File: src/rtl/dram_refresh_sched.sv
module dram_refresh_sched #(
  parameter int INIT_WAIT    = 10000,
  parameter int INIT_CYCLES  = 8,
  parameter int REF_INTERVAL = 780,
  parameter int BACKLOG_MAX  = 4,
  parameter int T_CSR        = 1,
  parameter int T_RAS        = 3,
  parameter int T_RP         = 3,
  parameter int SELF_MIN     = 5000,
  parameter int T_RPS        = 6
) (
  input  logic clk,
  input  logic rst_n,
  input  logic grant,
  input  logic self_req,
  output logic req,
  output logic urgent,
  output logic ras_n,
  output logic cas_n,
  output logic we_n,
  output logic ready,
  output logic self_active
);

  localparam int TW = $clog2(INIT_WAIT + SELF_MIN + T_RPS + T_RAS + T_RP + T_CSR + 2);
  localparam int IW = $clog2(REF_INTERVAL + 1);
  localparam int BW = $clog2(BACKLOG_MAX + 1);
  localparam int CW = $clog2(INIT_CYCLES + 1);

  typedef enum logic [2:0] {S_WAIT, S_IDLE, S_CSR, S_RAS, S_SELF, S_SPRE, S_PRE} st_t;

  st_t           st;
  logic [TW-1:0] tmr;
  logic [IW-1:0] itmr;
  logic [BW-1:0] backlog;
  logic [CW-1:0] icnt;
  logic          self_m;

  wire tmr_zero = (tmr == '0);
  wire need     = !ready || (backlog != '0) || self_req;
  wire start    = (st == S_IDLE) && need && grant;
  wire go_self  = ready && (backlog == '0) && self_req;
  wire counting = ready && !self_m;
  wire tick     = counting && (itmr == IW'(REF_INTERVAL - 1));
  wire inc      = tick && (backlog != BW'(BACKLOG_MAX));
  wire dec      = start && ready && (backlog != '0);

  assign req         = (st == S_IDLE) ? need : (st != S_WAIT);
  assign urgent      = (backlog == BW'(BACKLOG_MAX));
  assign cas_n       = !(st inside {S_CSR, S_RAS, S_SELF});
  assign ras_n       = !(st inside {S_RAS, S_SELF});
  assign we_n        = 1'b1;
  assign self_active = self_m && (st inside {S_RAS, S_SELF});

  always_ff @(posedge clk) begin
    if (!rst_n) begin
      itmr    <= '0;
      backlog <= '0;
    end else begin
      itmr <= (!counting || tick) ? '0 : itmr + 1'b1;
      if (inc && !dec)      backlog <= backlog + 1'b1;
      else if (dec && !inc) backlog <= backlog - 1'b1;
    end
  end

  always_ff @(posedge clk) begin
    if (!rst_n) begin
      st     <= S_WAIT;
      tmr    <= TW'(INIT_WAIT - 1);
      icnt   <= '0;
      ready  <= 1'b0;
      self_m <= 1'b0;
    end else begin
      case (st)
        S_WAIT: if (tmr_zero) st <= S_IDLE; else tmr <= tmr - 1'b1;
        S_IDLE: if (start) begin
          st     <= S_CSR;
          tmr    <= TW'(T_CSR - 1);
          self_m <= go_self;
        end
        S_CSR: if (tmr_zero) begin
          st  <= S_RAS;
          tmr <= self_m ? TW'(SELF_MIN - 1) : TW'(T_RAS - 1);
        end else tmr <= tmr - 1'b1;
        S_RAS: if (tmr_zero) begin
          st  <= self_m ? S_SELF : S_PRE;
          tmr <= TW'(T_RP - 1);
        end else tmr <= tmr - 1'b1;
        S_SELF: if (!self_req) begin
          st  <= S_SPRE;
          tmr <= TW'(T_RPS - 1);
        end
        S_SPRE: if (tmr_zero) begin
          st     <= S_CSR;
          tmr    <= TW'(T_CSR - 1);
          self_m <= 1'b0;
        end else tmr <= tmr - 1'b1;
        S_PRE: if (tmr_zero) begin
          st <= S_IDLE;
          if (!ready) begin
            icnt  <= icnt + 1'b1;
            ready <= (icnt == CW'(INIT_CYCLES - 1));
          end
        end else tmr <= tmr - 1'b1;
        default: st <= S_IDLE;
      endcase
    end
  end

  assert_cas_leads_R3: assert property (@(posedge clk) disable iff (!rst_n)
    $fell(ras_n) |-> $past(!cas_n));
  assert_cas_hold_R3: assert property (@(posedge clk) disable iff (!rst_n)
    !ras_n |-> !cas_n);
  assert_precharge_R4: assert property (@(posedge clk) disable iff (!rst_n)
    $rose(ras_n) |=> ras_n);
  assert_strobe_req_R6: assert property (@(posedge clk) disable iff (!rst_n)
    $fell(cas_n) |-> $past(req));
  assert_req_hold_R6: assert property (@(posedge clk) disable iff (!rst_n)
    !ras_n |-> req);
  assert_no_overflow_R7: assert property (@(posedge clk) disable iff (!rst_n)
    backlog <= BW'(BACKLOG_MAX));
  assert_urgent_req_R7: assert property (@(posedge clk) disable iff (!rst_n)
    urgent |-> req);
  assert_ready_sticky_R2: assert property (@(posedge clk) disable iff (!rst_n)
    ready |=> ready);
  assert_self_exit_R9: assert property (@(posedge clk) disable iff (!rst_n)
    ($rose(ras_n) && $past(self_active)) |=> (ras_n && req));

endmodule

File: config.mk
export PLATFORM = sky130hd
export DESIGN_NAME = dram_refresh_sched
export DESIGN_NICKNAME = d
export VERILOG_FILES = /design/src/rtl/dram_refresh_sched.sv
export SDC_FILE = /design/constraint.sdc
export NUM_CORES = 1
export LEC_CHECK = 0
export BUFFER_PORTS_ARGS = -buffer_cell sky130_fd_sc_hd__buf_2
export CAP_MARGIN = 20
export CORE_ASPECT_RATIO = 2
export CORE_MARGIN = 3
export CORE_UTILIZATION = 60
export CTS_BUF_LIST = sky130_fd_sc_hd__clkbuf_4 sky130_fd_sc_hd__clkbuf_8 sky130_fd_sc_hd__clkbuf_16
export DETAILED_ROUTE_END_ITERATION = 7
export PLACE_DENSITY = 0.78
export SLEW_MARGIN = 10
export SYNTH_ARGS = -nofsm -noshare
export SYNTH_HDL_FRONTEND = slang
export SYNTH_SLANG_ARGS = --single-unit
export TNS_END_PERCENT = 100
File: constraint.sdc
create_clock -name clk -period 3.25 [get_ports clk]
set_clock_uncertainty 0.05 [all_clocks]
set_input_delay 0.325 -clock clk [delete_from_list [all_inputs] [get_ports clk]]
set_output_delay 0.325 -clock clk [all_outputs]
set_load 0.02 [all_outputs]
==> results of run 1 <==
## registers in the layout, indices dropped and copies added (netlist names)
| signal | count |
|---|---|
| self_m | 1 |
| ready | 1 |
| itmr | 10 |
| icnt | 4 |
| st | 3 |
| tmr | 14 |
| backlog | 3 |
## worst max path at each step
stage | end | cells past startpoint
after global routing | backlog[2] | 11
after CTS | backlog[2] | 11
final | backlog[2] | 11
after detailed placement | backlog[2] | 11
after floorplan | backlog[2] | 11
after global placement | backlog[2] | 11
## area by class of cell
cell class,count,area [µm²]
repair buffers,10,52.6
flip-flops and latches,36,721
well taps,31,38.8
clock buffers,6,76.3
clock inverters,2,35.0
multi-input cells,198,1280
fillers,296,1020
inverters,10,37.5
## cells by family (layout without fill, tap and decap cells)
family,count (synthesis),in the layout,share of synthesized area
AOI/OAI and AO/OA,61,61,0.193
xor gates and xnor gates,14,14,0.0582
adders and majority gates,6,6,0.0392
buffers and inverters,22,28,0.0493
DFF,36,36,0.342
muxes,3,3,0.0142
other,1,1,0.00178
and+or+nand+nor,113,113,0.302
## where the power goes
part	internal (mW)	leakage (nW)	total (mW)	switching (mW)
sequential	0.444	0.291	0.447	0.00247
combinational	0.00962	0.501	0.0242	0.0146
clock	0.236	0.0586	0.400	0.164
total	0.690	0.850	0.871	0.181
## through the flow
stage / hold slack, ns / total power [mW] / cells / worst slack (ns)
after floorplan: 0.368 / 0.476 / 256 / 0.857
after global placement: 0.379 / 0.481 / 285 / 0.634
after detailed placement: 0.398 / 0.482 / 285 / 0.565
after CTS: 0.367 / 0.880 / 293 / 0.553
after global routing: 0.401 / 0.899 / 293 / 0.306
final: 0.357 / 0.871 / 293 / 0.622
## worst max-delay path: cells and delay by family, from the launching register on
family	cells	cell delay [ns]
flops	1	0.35
buf+inv	1	0.06
compound gates	1	0.15
fa+ha+maj	3	0.83
xor+xnor	1	0.15
simple gates	5	0.96
## per-layer routing
layer | routed length (µm) | share of wire | up-vias | global-route usage
li1 | - | - | 914 | -
met1 | 1730 | 0.41 | 829 | 0.259
met2 | 2310 | 0.54 | 23 | 0.383
met3 | 105 | 0.025 | 13 | 0.0520
met4 | 125 | 0.029 | 0 | 0.126
met5 | 0 | 0 | - | 0
## synth_stat cells (all sizes together), types with 3 or more instances
library cell,number,area share
a31oi,3,0.0089
nor3,9,0.024
xnor2,6,0.025
dfxtp,36,0.34
nand2,22,0.039
nor2b,5,0.015
mux2i,3,0.014
nor3b,3,0.013
clkbuf,6,0.011
o211ai,3,0.013
buf,6,0.021
a21oi,14,0.033
and2,3,0.0089
ha,5,0.030
a21boi,6,0.021
o21ai,19,0.047
nor2,37,0.067
o21a,3,0.011
a21o,3,0.011
inv,9,0.016
nand4,4,0.015
xor2,8,0.033
nor4,5,0.029
nand3,10,0.026
==> run summary, run 1 <==
* CTS tree: built
* Clock Tree Root: sky130_fd_sc_hd__clkbuf_8
* Max-cap violations: 0
* Syn-to-layout area delta: 6.47%
* Initial Util: 0.646
* number of cells on the worst reg-to-reg path: 11
* number of antenna violations at the first check in global routing: 0
* post-route cell area: 2240 µm²
* number of iterations in the first detailed-routing pass: 4
* total number of vias: 1,779
* clock tree sinks: 36
* Horiz. Die Dim: 47.9 µm
* fraction of final layout cells with drive strength greater than 1: 0.122
* Post-synth EDFFs: 0
* count of mapped cells out of synthesis: 256
* post-synthesis cell type count: 62
* core area: 3270 µm²
* standard cell with the maximum stage delay on the critical path: sky130_fd_sc_hd__fa_1
* via density per instance: 6.07
* Remaining Overflow, GRT: 0
* end of the worst hold path: tmr[8]
* leading register cell type out of synthesis: sky130_fd_sc_hd__dfxtp_1
* reg2reg start: itmr[0]
* number of port buffers: 9
* min cycle time layout: 2.63 ns
* max incr delay on CP: 0.37 ns
* io pins: 11
* Total Die Area: 4300 µm²
* run status: completed
* ANT nets after route: 0
* Netlist Area Pre-Place: 2110 µm²
* largest net degree at the start of global routing: 27
* vias in the first global route: 1,791
* DPL Wire Length: 3190 µm
* count of buffers added by post-CTS timing repair for setup: 0
* Iter 0 DRT Violations: 35
* Fin Setup TNS: 0 ns
* type of element capturing the critical path: flip-flop
* launching instance or port of the critical path: itmr[0]
* post-CTS resize count: 0
* deepest level of the CTS H-tree: 2
* leakage power figure: 0.850 nW
* Setup Viol. Count Final: 0
* cts bufs inserted: 5
* required time of the worst setup path: 3.42 ns
* Clock Path Buffers: 2
* first-pass GRT wire length: 7540 µm
* max-slew violation total from the final report: 0
* Post-synth ARST share: 0
* number of warnings issued by yosys: 0
* reg-to-reg endpoint: backlog[2]
* fraction of the cycle the final worst path needs: 0.809
* portion of the post-synthesis area used by sequential elements: 0.342
* total inserted antenna cells: 0
* Placement Cell Area: 2130 µm²
* launch instance of the worst min-delay path: rst_n
* final weighted congestion in routability-driven placement: 0.870
* arrival time of the worst setup path: 2.80 ns
* row cnt: 29
* Worst VDD drop: 0.415 mV
* Post-CTS Hold Fix Bufs: 0
* WL/cell: 14.6 µm
* power density over cell area: 388 nW/µm²
* worst path cell trace: ha_1, nand4_1, nor3_1, nand2_1, nor4b_1, ha_1, inv_1, fa_1, xor2_1, or3_1, a21boi_0
* cell type with the highest occurrence count on the critical path: sky130_fd_sc_hd__ha_1
* normalized max-slew margin: 0.611
* crit-path max FO: 3
* syn_area_per_cell: 8.24 µm²
* worst hold stages: 2
* GRT Util Overall: 0.234
* register bit total from synthesis: 36
* clock transition at the registers of the reported paths: 0.07 ns
* Setup Crit Path Kind: flip-flop to flip-flop
* core occupancy in the finished layout: 0.687
* fmax: 380 MHz
* wirelength, routed: 4270 µm
* number of hold violations in the final report: 0
* internal reg-to-reg setup slack: 0.62 ns
* worst-skew pair later-pin latency: 0.29 ns
* worst hold-check path type: primary input to flip-flop
* Syn Nets: 266
* critical path startpoint category: flip-flop
* most used cells in the layout excluding fill and tap cells: 36 x sky130_fd_sc_hd__nor2_1, 36 x sky130_fd_sc_hd__dfxtp_1, 22 x sky130_fd_sc_hd__nand2_1, 16 x sky130_fd_sc_hd__o21ai_0, 14 x sky130_fd_sc_hd__a21oi_1
* Worst Tran Pin Value: 0.583 ns
* setup repair after global routing missed its margin: no
* overall die height: 89.8 µm
* DRC violations left: 0
* Nets: 271
Note: power is estimated with default switching activity, not from simulation.
==> inputs of run 2 (changes only) <==
--- a/config.mk
+++ b/config.mk
@@ -9,10 +9,10 @@
 export CAP_MARGIN = 20
 export CORE_ASPECT_RATIO = 2
 export CORE_MARGIN = 3
-export CORE_UTILIZATION = 60
+export CORE_UTILIZATION = 55
 export CTS_BUF_LIST = sky130_fd_sc_hd__clkbuf_4 sky130_fd_sc_hd__clkbuf_8 sky130_fd_sc_hd__clkbuf_16
 export DETAILED_ROUTE_END_ITERATION = 7
-export PLACE_DENSITY = 0.78
+export PLACE_DENSITY = 0.76
 export SLEW_MARGIN = 10
 export SYNTH_ARGS = -nofsm -noshare
 export SYNTH_HDL_FRONTEND = slang
==> constraint.sdc (replaced) <==
create_clock -name clk -period 2.2 [get_ports clk]
set_clock_uncertainty 0.05 [all_clocks]
set_input_delay 0.22 -clock clk [delete_from_list [all_inputs] [get_ports clk]]
set_output_delay 0.22 -clock clk [all_outputs]
set_load 0.02 [all_outputs]
==> run summary, run 2 (same netlist as run 1, synthesis figures left out) <==
* DPL Wire Length: 3640 µm
* launch instance of the worst min-delay path: rst_n
* clock transition at the registers of the reported paths: 0.08 ns
* crit-path max FO: 3
* Remaining Overflow, GRT: 0
* register bank with the most flops: tmr
* reg-to-reg endpoint: backlog[2]
* CTS tree: built
* Worst VDD drop: 0.685 mV
* length of routed met3 wiring: 183 µm
* worst hold stages: 2
* setup repair after global routing missed its margin: yes
* met2 WL: 2730 µm
* final weighted congestion in routability-driven placement: 0.848
* Iter 0 DRT Violations: 51
* fraction of the cycle the final worst path needs: 1.08
* cts bufs inserted: 5
* Pwr Total: 1.29 mW
* Clock Path Buffers: 2
* number of iterations in the first detailed-routing pass: 4
* number of hold violations in the final report: 0
* Setup Crit Path Kind: flip-flop to flip-flop
* largest net degree at the start of global routing: 16
* layout filler cell count: 320
* leakage power figure: 1.00 nW
* end of the worst hold path: tmr[8]
* Gate power share: 0.035
* max-slew violation total from the final report: 0
* number of flip-flops under the largest register name: 14
* row cnt: 31
* Nets: 299
* Initial Util: 0.578
* worst-skew pair later-pin latency: 0.30 ns
* run status: complete, but fails checks
* power share of the clock group: 0.453
* Clock Tree Root: sky130_fd_sc_hd__clkbuf_8
* clock tree sinks: 36
* Sw Pwr: 0.278 mW
* Setup WS pre-CTS: -0.356 ns
* fraction of final layout cells with drive strength greater than 1: 0.266
* Setup Viol. Count Final: 1
* deepest level of the CTS H-tree: 2
* Syn-to-layout area delta: 22.8%
* overall die height: 93.6 µm
* power density over cell area: 497 nW/µm²
* least setup slack across all paths after layout: -0.173 ns
* switching part of the total power: 0.216
* WL/cell: 14.4 µm
* reg2reg start: itmr[1]
* number of antenna violations at the first check in global routing: 0
* Top Layer Used: met4
* most common library cell in the layout ignoring fill and taps: sky130_fd_sc_hd__nor2_1
* total number of vias: 1,952
* largest registers: tmr: 14 flops, itmr: 10 flops, icnt: 4 flops
* number of cells on the worst reg-to-reg path: 11
* vias in the first global route: 1,895
* Total Die Area: 4660 µm²
* proportion of power drawn by flip-flops and latches: 0.513
* worst hold-check path type: primary input to flip-flop
* violated checks: negative setup slack
* first-pass GRT wire length: 8140 µm
* arrival time of the worst setup path: 2.54 ns
* number of port buffers: 9
* Max-cap violations: 0
* internal reg-to-reg setup slack: -0.17 ns
* routed metal-1 wirelength: 1710 µm
* Power Internal: 1.01 mW
* GRT Util Overall: 0.227
* DRC violations left: 0
* fmax: 421 MHz
* wirelength, routed: 4870 µm
* Post-CTS Hold Fix Bufs: 0
* core area: 3650 µm²
* io pins: 11
* ANT nets after route: 0
* required time of the worst setup path: 2.37 ns
* critical path startpoint category: flip-flop
* via density per instance: 5.76
* most used cells in the layout excluding fill and tap cells: 36 x sky130_fd_sc_hd__nor2_1, 34 x sky130_fd_sc_hd__dfxtp_1, 27 x sky130_fd_sc_hd__buf_4, 21 x sky130_fd_sc_hd__nand2_1, 16 x sky130_fd_sc_hd__o21ai_0
* min cycle time layout: 2.37 ns
* Horiz. Die Dim: 49.8 µm
* type of element capturing the critical path: flip-flop
* total inserted antenna cells: 0
-- run 2: cell count changes in the layout (fill, tap and decap cells not counted), sizes merged --
cell,delta
buf,+28
clkbuf,-1
clkinvlp,+1
-- run 2: worst max-delay path, stage by stage, from the launching register on --
cell	delay (ns)
sky130_fd_sc_hd__dfxtp_2	0.35
sky130_fd_sc_hd__ha_4	0.14
sky130_fd_sc_hd__nand4_1	0.10
sky130_fd_sc_hd__nor3_2	0.15
sky130_fd_sc_hd__nand2_1	0.11
sky130_fd_sc_hd__nor4b_2	0.23
sky130_fd_sc_hd__ha_2	0.23
sky130_fd_sc_hd__inv_2	0.04
sky130_fd_sc_hd__fa_2	0.32
sky130_fd_sc_hd__xor2_1	0.15
sky130_fd_sc_hd__or3_1	0.32
sky130_fd_sc_hd__a21boi_1	0.12
-- run 2: final cells by class --
class,instances,area [µm²],share of cell area
Timing Repair Buffer,38,279,0.108
Inverter,10,37.5,0.0145
Multi-Input combinational cell,198,1380,0.532
Clock inverter,3,42.5,0.0164
Sequential cell,36,723,0.279
Clock buffer,5,68.8,0.0266
Tap cell,49,61.3,0.0237
-- run 2: power groups by stage --
stage	sequential (mW)	clock [mW]	combinational [mW]
global route	0.661	0.615	0.0495
global placement	0.675	0	0.0378
floorplan	0.674	0	0.0289
CTS	0.660	0.596	0.0391
detailed placement	0.675	0	0.0390
finish	0.660	0.583	0.0447
-- run 2: layer usage --
layer | track usage | vias to the layer above
li1 | - | 971
met1 | 0.212 | 913
met2 | 0.421 | 48
met5 | 0 | -
met4 | 0.143 | 0
met3 | 0.0574 | 20
-- run 2: worst max path at each step --
stage	start	endpoint	slack (ns)	cells past startpoint
floorplan	itmr[1]	backlog[2]	-0.11	11
global placement	itmr[1]	backlog[2]	-0.29	11
detailed placement	itmr[1]	backlog[2]	-0.36	11
CTS	itmr[1]	backlog[2]	-0.22	11
global route	itmr[1]	backlog[2]	-0.36	11
finish	itmr[1]	backlog[2]	-0.17	11
-- run 2: timing repair --
action	CTS	global route
cloned	0	0
buffers inserted	0	3
pin swaps	3	5
gates resized for setup	2	13
setup endpoints to repair	2	17
-- run 2: metrics by stage --
step / TNS [ns] / hold slack, ns / cell area (µm²) / util / instances
detailed placement: -0.453 / 0.430 / 2380 / 0.653 / 328
global route: -0.443 / 0.181 / 2590 / 0.710 / 339
CTS: -0.216 / 0.177 / 2500 / 0.685 / 336
floorplan: -0.115 / 0.370 / 2130 / - / 256
finish: -0.173 / 0.188 / 2590 / 0.710 / 339
global placement: -0.370 / 0.424 / 2380 / 0.653 / 328
==> inputs of run 3 (changes only) <==
--- a/config.mk
+++ b/config.mk
@@ -9,10 +9,10 @@
 export CAP_MARGIN = 20
 export CORE_ASPECT_RATIO = 2
 export CORE_MARGIN = 3
-export CORE_UTILIZATION = 55
-export CTS_BUF_LIST = sky130_fd_sc_hd__clkbuf_4 sky130_fd_sc_hd__clkbuf_8 sky130_fd_sc_hd__clkbuf_16
+export CORE_UTILIZATION = 57
+export CTS_BUF_LIST = sky130_fd_sc_hd__clkbuf_4 sky130_fd_sc_hd__clkbuf_8
 export DETAILED_ROUTE_END_ITERATION = 7
-export PLACE_DENSITY = 0.76
+export PLACE_DENSITY = 0.78
 export SLEW_MARGIN = 10
 export SYNTH_ARGS = -nofsm -noshare
 export SYNTH_HDL_FRONTEND = slang
==> constraint.sdc (replaced) <==
create_clock -name clk -period 2 [get_ports clk]
set_clock_uncertainty 0.05 [all_clocks]
set_input_delay 0.2 -clock clk [delete_from_list [all_inputs] [get_ports clk]]
set_output_delay 0.2 -clock clk [all_outputs]
set_load 0.02 [all_outputs]
==> run summary, run 3 (same netlist as run 1, synthesis figures left out) <==
* Horiz. Die Dim: 49.0 µm
* total number of vias: 2,053
* total inserted antenna cells: 0
* CTS tree: built
* reg2reg start: itmr[1]
* min cycle time layout: 2.42 ns
* critical path startpoint category: flip-flop
* post-route cell area: 2860 µm²
* register bank with the most flops: tmr
* clock tree sinks: 36
* worst hold-check path type: primary input to flip-flop
* type of element capturing the critical path: flip-flop
* GRT Util Overall: 0.264
* fraction of the cycle the final worst path needs: 1.21
* Iter 0 DRT Violations: 81
* launching instance or port of the critical path: itmr[1]
* largest registers: tmr: 14 flops, itmr: 10 flops, icnt: 4 flops
* least setup slack across all paths after layout: -0.416 ns
* Syn-to-layout area delta: 35.5%
* arrival time of the worst setup path: 2.60 ns
* cts bufs inserted: 5
* Clock Path Buffers: 2
* Nets: 320
* most common library cell in the layout ignoring fill and taps: sky130_fd_sc_hd__buf_4
* Remaining Overflow, GRT: 0
* required time of the worst setup path: 2.18 ns
* worst path cell trace: ha_4, nand4_1, nor3_2, nand2_1, nor4b_2, ha_2, inv_2, fa_2, xor2_1, or3_1, a21boi_1
* final weighted congestion in routability-driven placement: 0.878
* power density over cell area: 507 nW/µm²
* family of cells with the greatest summed delay on the critical path: simple AND/OR/NAND/NOR gates
* deepest level of the CTS H-tree: 2
* core area: 3490 µm²
* DPL Wire Length: 3890 µm
* clock transition at the registers of the reported paths: 0.08 ns
* run status: complete, but fails checks
* vias in the first global route: 2,129
* Initial Util: 0.604
* max-slew violation total from the final report: 0
* WL/cell: 15.7 µm
* fraction of final layout cells with drive strength greater than 1: 0.383
* standard cell with the maximum stage delay on the critical path: sky130_fd_sc_hd__dfxtp_2
* max incr delay on CP: 0.35 ns
* Crit path buffers/inverters: 1
* Setup Viol. Count Final: 3
* number of port buffers: 9
* largest net degree at the start of global routing: 17
* fmax: 414 MHz
* Worst VDD drop: 0.514 mV
* layout filler cell count: 227
* Total Die Area: 4510 µm²
* first-pass GRT wire length: 9310 µm
* Placement Cell Area: 2520 µm²
* leakage power figure: 1.17 nW
* number of iterations in the first detailed-routing pass: 4
* DRC violations left: 0
* crit-path max FO: 2
* setup repair after global routing missed its margin: yes
* Setup WS pre-CTS: -0.534 ns
* wirelength, routed: 5640 µm
* Clock Tree Root: sky130_fd_sc_hd__clkbuf_8
* most used cells in the layout excluding fill and tap cells: 45 x sky130_fd_sc_hd__buf_4, 35 x sky130_fd_sc_hd__nor2_1, 31 x sky130_fd_sc_hd__dfxtp_1, 18 x sky130_fd_sc_hd__nand2_1, 13 x sky130_fd_sc_hd__a21oi_1
* Fin Setup TNS: -0.648 ns
* launch instance of the worst min-delay path: rst_n
* ANT nets after route: 0
* overall die height: 92.0 µm
* io pins: 11
* Max-cap violations: 0
* via density per instance: 5.72
* row cnt: 30
* number of flip-flops under the largest register name: 14
* number of antenna violations at the first check in global routing: 0
* number of hold violations in the final report: 0
* Setup Crit Path Kind: flip-flop to flip-flop
* violated checks: negative setup slack
* worst-skew pair later-pin latency: 0.29 ns
## run 3: cell types whose count changed in the layout (fill, tap and decap cells not counted), moves of 2 or more
cell                       before  now
sky130_fd_sc_hd__buf_4         27   45
sky130_fd_sc_hd__buf_6          1    5
sky130_fd_sc_hd__o21ai_0       16   12
sky130_fd_sc_hd__dfxtp_1       34   31
sky130_fd_sc_hd__dfxtp_2        2    5
sky130_fd_sc_hd__nand2_1       21   18
sky130_fd_sc_hd__o21ai_2        1    4
sky130_fd_sc_hd__a21boi_2       0    2
sky130_fd_sc_hd__nand2_4        0    2
sky130_fd_sc_hd__nor2b_1        5    3
sky130_fd_sc_hd__nor2b_2        0    2
## run 3: layout make-up
cell class	instances	area [µm²]	area share
multi-input cells	198	1470	0.514
clock buffers	5	68.8	0.0241
repair buffers	59	454	0.159
well taps	48	60.1	0.0210
clock inverters	3	42.5	0.0149
inverters	10	37.5	0.0131
flip-flops and latches	36	727	0.254
## run 3: stage by stage
step / std cells / hold slack (ns) / utilization / total power, mW
final: 359 / 0.189 / 0.819 / 1.45
after global placement: 345 / 0.436 / 0.722 / 0.798
after global routing: 359 / 0.196 / 0.819 / 1.48
after CTS: 359 / 0.195 / 0.779 / 1.45
after floorplan: 256 / 0.370 / - / 0.773
after detailed placement: 345 / 0.454 / 0.722 / 0.799
## run 3: metal layers
layer | track usage | wire (µm) | share of wire | vias up
met5 | 0 | 0 | 0 | -
met4 | 0.157 | 150 | 0.027 | 0
met3 | 0.0569 | 201 | 0.036 | 14
met2 | 0.510 | 3380 | 0.60 | 43
met1 | 0.241 | 1910 | 0.34 | 987
li1 | - | - | - | 1009
## run 3: worst paths after layout
check          endpoint  depth (start not counted)  slack (ns)
max          backlog[2]                         11       -0.42
min              tmr[8]                          2        0.19
max reg2reg  backlog[2]                         11       -0.42
min reg2reg     tmr[10]                          2        0.45
## run 3: what timing repair did
item	4_1_cts	5_1_grt
gates resized for setup	12	37
endpoints found under the setup margin	11	25
setup buffers	6	1
hold buffers	0	0
pin swaps	10	23
## run 3: report_power, final
group          total [mW]  switching (mW)  internal (mW)
logic              0.0701          0.0353         0.0348
clock network       0.652           0.283          0.369
registers           0.726         0.00401          0.722
